$ cat src/rtl/ser_par_latch.sv
module ser_par_latch #(
  parameter int WIDTH      = 8,
  parameter int SYNC_DEPTH = 2
) (
  input  logic             clk,
  input  logic             rst_n,
  input  logic             ser_in,
  input  logic             shift_stb,
  input  logic             store_stb,
  input  logic             clr_n,
  input  logic             oe_n,
  output logic [WIDTH-1:0] par_out,
  output logic [WIDTH-1:0] par_oe,
  output logic             casc_out
);

  logic [SYNC_DEPTH-1:0] clr_sync;
  logic                  clear_act;
  logic [WIDTH-1:0]      sr;
  logic [WIDTH-1:0]      hr;

  always_ff @(posedge clk or negedge rst_n) begin
    if (!rst_n) clr_sync <= '0;
    else        clr_sync <= {clr_sync[SYNC_DEPTH-2:0], clr_n};
  end

  assign clear_act = ~clr_sync[SYNC_DEPTH-1];

  always_ff @(posedge clk or negedge rst_n) begin
    if (!rst_n)         sr <= '0;
    else if (clear_act) sr <= '0;
    else if (shift_stb) sr <= {sr[WIDTH-2:0], ser_in};
  end

  always_ff @(posedge clk or negedge rst_n) begin
    if (!rst_n)         hr <= '0;
    else if (store_stb) hr <= clear_act ? '0 : sr;
  end

  assign par_out  = hr;
  assign par_oe   = {WIDTH{~oe_n}};
  assign casc_out = sr[WIDTH-1];


  shift_move_chk: assert property (@(posedge clk) disable iff (!rst_n)
    (shift_stb && !clear_act) |=> sr == {$past(sr[WIDTH-2:0]), $past(ser_in)});


  shift_hold_chk: assert property (@(posedge clk) disable iff (!rst_n)
    (!shift_stb && !clear_act) |=> $stable(sr));


  store_load_chk: assert property (@(posedge clk) disable iff (!rst_n)
    (store_stb && !clear_act) |=> hr == $past(sr));


  clear_zero_chk: assert property (@(posedge clk) disable iff (!rst_n)
    clear_act |=> sr == '0);


  clear_keep_hr_chk: assert property (@(posedge clk) disable iff (!rst_n)
    (clear_act && !store_stb) |=> $stable(hr));


  clear_store_chk: assert property (@(posedge clk) disable iff (!rst_n)
    (clear_act && store_stb) |=> par_out == '0);

endmodule

$ cat config.mk
export PLATFORM = sky130hd
export DESIGN_NAME = ser_par_latch
export DESIGN_NICKNAME = d
export VERILOG_FILES = /design/src/rtl/ser_par_latch.sv
export SDC_FILE = /design/constraint.sdc
export NUM_CORES = 1
export LEC_CHECK = 0
export BUFFER_PORTS_ARGS = -buffer_cell sky130_fd_sc_hd__clkbuf_2
export CAP_MARGIN = 20
export CELL_PAD_IN_SITES_DETAIL_PLACEMENT = 1
export CELL_PAD_IN_SITES_GLOBAL_PLACEMENT = 2
export CORE_ASPECT_RATIO = 1.4
export CORE_MARGIN = 2
export CORE_UTILIZATION = 30
export CTS_CLUSTER_DIAMETER = 200
export DETAILED_ROUTE_END_ITERATION = 12
export PLACE_DENSITY_LB_ADDON = 0.1
export SETUP_SLACK_MARGIN = 0.2
export SYNTH_ARGS = -nofsm -noshare
export SYNTH_HDL_FRONTEND = slang
export SYNTH_SLANG_ARGS = --single-unit
$ cat constraint.sdc
create_clock -name clk -period 1.1 [get_ports clk]
set_input_delay 0.165 -clock clk [delete_from_list [all_inputs] [get_ports clk]]
set_output_delay 0.165 -clock clk [all_outputs]
set_load 0.02 [all_outputs]
Word-level counts from Yosys, hierarchy flattened
Index checks and enable logic that the tools add are counted.
Widths: inputs -> output; s select.
{"block": "totals", "reg_bits": 18, "latchBits": 0, "ram_bits": 0, "mem_bits_ro": 0, "inputBits": 7, "out_inout_bits": 17, "memories": 0}
{"block": "classes", "n_addsub": 0, "n_mul": 0, "div": 0, "order_cmp": 0, "eq_ne": 1, "n_shift": 0, "mux": 3, "bitwise_logic": 1, "reduce_logical": 0}
{"operator": "$mux 8", "n": 3}
{"operator": "$ne 2x2->1 const B", "n": 1}
{"operator": "$not 1->1", "n": 1}

Depth between registers and ports, before layout
{"block": "logic_depth", "depth_word": 2, "ltp_mapped": 3, "mapped_depth_nobuf": 2}

Least setup slack after synthesis
OpenSTA, ideal clock, no wires.
{"block": "synth_timing", "path_type": "register -> register", "from": "register clr_sync[1]", "to": "register hr[7], in the netlist par_out[7]", "t_arrival_ps": 675, "t_required_ps": 974, "path_slack_ps": 298, "path_stages_with_launch": 4, "path_buffers": 1, "period_less_slack_ps": 802, "cell_sequence": "dfrtp_1 buf_4 nand3_1 o21ai_0"}
{"block": "synth_between", "elab_chain_len": 1}
{"element": "from (decl)", "line_no": "17", "rtl": "logic [SYNC_DEPTH-1:0] clr_sync;"}
{"element": "from (signal assigned)", "line_no": "24", "rtl": "else clr_sync <= {clr_sync[SYNC_DEPTH-2:0], clr_n};"}
{"element": "$mux 8", "line_no": "37", "rtl": "else if (store_stb) hr <= clear_act ? '0 : sr;"}
{"element": "to (signal assigned)", "line_no": "37"}
{"element": "to (decl)", "line_no": "20", "rtl": "logic [WIDTH-1:0] hr;"}
Every way passes these cells.
A chain may end at the register's enable or synchronous reset.

Final worst setup path
{"block": "layout_timing", "from": "register hr[5], in the netlist par_out[5]", "to": "output par_out[5]"}
{"element": "to (decl)", "line_no": "12", "rtl": "output logic [WIDTH-1:0] par_out,"}
No word-level cell between the ends.

==> flow_metrics.py <==
metrics = {
    "setup_path": {
        "worst_r2r_path_depth": 4,
        "worstPathRequired_ns": 0.94,
        "worst-path-buf-inv": 1,
        "end_kind": "output pin",
        "startpoint": "par_out[5]",
        "rrSetupSlack_ns": 0.16,
        "rr_endpoint": "sr[7]",
        "r2r_start": "sr[7]",
        "startpoint_type": "flip-flop",
        "cp.depth": 1,
        "slowest_delay_ns": 0.40,
        "crit_chain": "buf_6",
        "cp_slowest_cell": "dfrtp_1",
        "cp-endpoint": "par_out[5]",
        "critPathKind": "reg2out",
        "cp.arrival_ns": 0.82,
        "crit_family": "flip-flops",
        "critPathMaxFanout": 2,
    },
    "clock_tree": {
        "cts_max_level": 1,
        "cts_tree": "done",
        "clk_latency_ns": 0.28,
        "cts_root_buffer": "clkbuf_4",
        "clk_pin_slew_ns": 0.10,
        "numClockSinks": 18,
        "cts_buffers": 3,
        "clk_path_buf_depth": 2,
    },
    "sta": {
        "timing.slew.headroom_pct": 69.4,
        "whs_ns": 0.158,
        "finalCritPeriodShare_pct": 89.8,
        "setup_tns_ns": 0,
        "finalCriticalPeriod_ns": 0.988,
        "fmax_mhz": 1010,
        "setup_viol": 0,
        "slew_violations": 0,
        "finalClockSkew_ns": 0.000390,
        "tightest_slew_ns": 0.458,
        "hold_viol": 0,
        "grt_setup_unrepaired": "true",
    },
    "placed_design": {
        "hpwlAfterDp_um": 988,
        "gp_congestion": 0.591,
        "dp_cells": 118,
        "io_buffers": 23,
    },
    "synth": {
        "synth_top_family_by_area": "buffers and inverters",
        "synth_cell_type_count": 10,
        "yosys_warnings": 0,
        "synth-simple-area-share_pct": 12.6,
        "synth-xor-area-share_pct": 0,
        "synth_compound_area_share_pct": 5.98,
        "synthMuxAreaShare_pct": 10.1,
        "yosysTopAreaCellShare_pct": 56.7,
        "synth.ff_latch_count": 18,
        "syn-num-nets": 76,
        "avgSynthCellArea_um2": 11.5,
        "ys_top_cells_by_area": "dfrtp_1 57%, mux2i_1 10%, buf_4 7.6%, nor2b_1 6.3%, inv_1 4.3%",
        "syn-instance-count": 69,
        "synthAdderAreaFrac_pct": 0,
        "ys_seq_area_share_pct": 56.7,
        "syn_area_um2": 795,
        "yosys.area.top_type": "dfrtp_1",
    },
    "floorplan": {
        "die_area_um2": 3080,
        "die_w_um": 47.5,
        "pin_count": 24,
        "die_h_um": 64.9,
        "fp-row-count": 22,
        "start_util_pct": 31.0,
        "core-area_um2": 2560,
    },
    "cells_and_area": {
        "num-fill-cells": 299,
        "layout.cells.non_filler": 129,
        "antenna_cells": 0,
        "post-route-util_pct": 39.7,
        "syn2layout_area_growth_pct": 28.0,
        "drive_above_1_share_pct": 39.8,
        "final_nets": 102,
    },
    "drt": {
        "viasPerCell": 4.06,
        "ant_nets": 0,
        "vias": 524,
        "drt_wl_total_um": 1490,
        "drt_iter0_drc": 6,
        "firstDrtPassIters": 3,
        "drc": 0,
        "wire_per_inst_um": 11.6,
    },
    "job": {
        "maxCapViolCount": 0,
    },
    "global_route": {
        "grt_pass1_wl_um": 2320,
        "antenna_found_initial": 0,
        "grtUsageTotal_pct": 10.7,
        "grt_pass1_vias": 536,
        "overflow": 0,
        "grt_max_degree": 19,
    },
    "min_path": {
        "min_path_type": "in2reg",
        "hold_depth": 3,
    },
    "pwr": {
        "p_per_area_nw_per_um2": 1110,
        "power_mw": 1.12,
        "p_leak_nw": 0.495,
        "ir_drop_uv": 660,
    },
    "run_status": {
        "outcome": "complete, no violations",
    },
}
[cell type report]
class / instances / area, µm² / share of cell area [%]
Timing Repair Buffer: 31 / 236 / 23.2
Inverter: 9 / 33.8 / 3.32
Multi-Input combinational cell: 32 / 228 / 22.4
Sequential cell: 18 / 452 / 44.4
Clock buffer: 3 / 22.5 / 2.21
Tap cell: 36 / 45.0 / 4.43
[tightest hold or removal path, cell delays in order]
cell,delay (ns)
clkbuf_2,0.08
mux2i_1,0.06
nor2b_1,0.11
[worst min-delay path by stage]
stage / start / endpoint / slack, ns
CTS: ser_in / sr[0] / 0.16
global placement: rst_n / par_out[7] / 0.14
global route: ser_in / sr[0] / 0.16
detailed placement: rst_n / sr[7] / 0.15
finish: ser_in / sr[0] / 0.16
floorplan: rst_n / clr_sync[0] / -0.13
[where the power goes]
group          switching, mW  leakage (nW)  total, mW  internal, mW
Combinational         0.0744         0.237      0.122        0.0472
Sequential            0.0112         0.244      0.684         0.673
Clock                  0.192        0.0138      0.319         0.127
Total                  0.277         0.495       1.12         0.847
[layer usage]
metal | global-route usage, % | vias up | wire, µm
met4 | 7.29 | 0 | 24
met5 | 0 | - | 0
met2 | 16.9 | 17 | 764
li1 | - | 260 | -
met1 | 12.7 | 245 | 634
met3 | 1.67 | 2 | 70
[sequential cells by signal, indices dropped and copies added, names as in the netlist]
| register | flops |
|---|---|
| clr_sync | 2 |
| par_out | 8 |
| sr | 8 |
[Yosys cell counts]
library cell  instances
nor2b_1               8
buf_4                 8
mux2i_1               8
nand3_2               2
o21ai_2               2
inv_1                 9
dfrtp_1              18
o21ai_0               6
nand3_1               6
buf_6                 2
[cell families (layout without fill, tap and decap cells)]
kind of cell           count (synthesis)  count (layout)
AND/OR/NAND/NOR                       16              16
AO/OA/AOI/OAI                          8               8
buffers and inverters                 19              43
flip-flops                            18              18
multiplexers                           8               8
[cell usage in the layout (no fill, tap or decap)]
cell,count
mux2i_1,8
clkbuf_4,4
dfrtp_1,17
nand3_1,6
dlygate4sd3_1,2
buf_4,5
dfrtp_2,1
clkbuf_2,14
nand3_2,2
buf_6,9
o21ai_2,2
nor2b_1,8
inv_1,9
o21ai_0,6
[repair_timing]
item,in CTS,in global routing
hold buffers,2,0
setup buffers,1,5
hold endpoints to repair,19,0
setup endpoints to repair,25,11
resized for setup,1,27
[per-stage QoR]
step / area [µm²] / worst slack (ns)
2_1_floorplan: 795 / 0.298
3_3_place_gp: 872 / 0.156
3_5_place_dp: 872 / 0.151
4_1_cts: 923 / 0.0884
5_1_grt: 1020 / 0.0661
6_report: 1020 / 0.112
No activity file was read; power rests on OpenSTA's default activity.
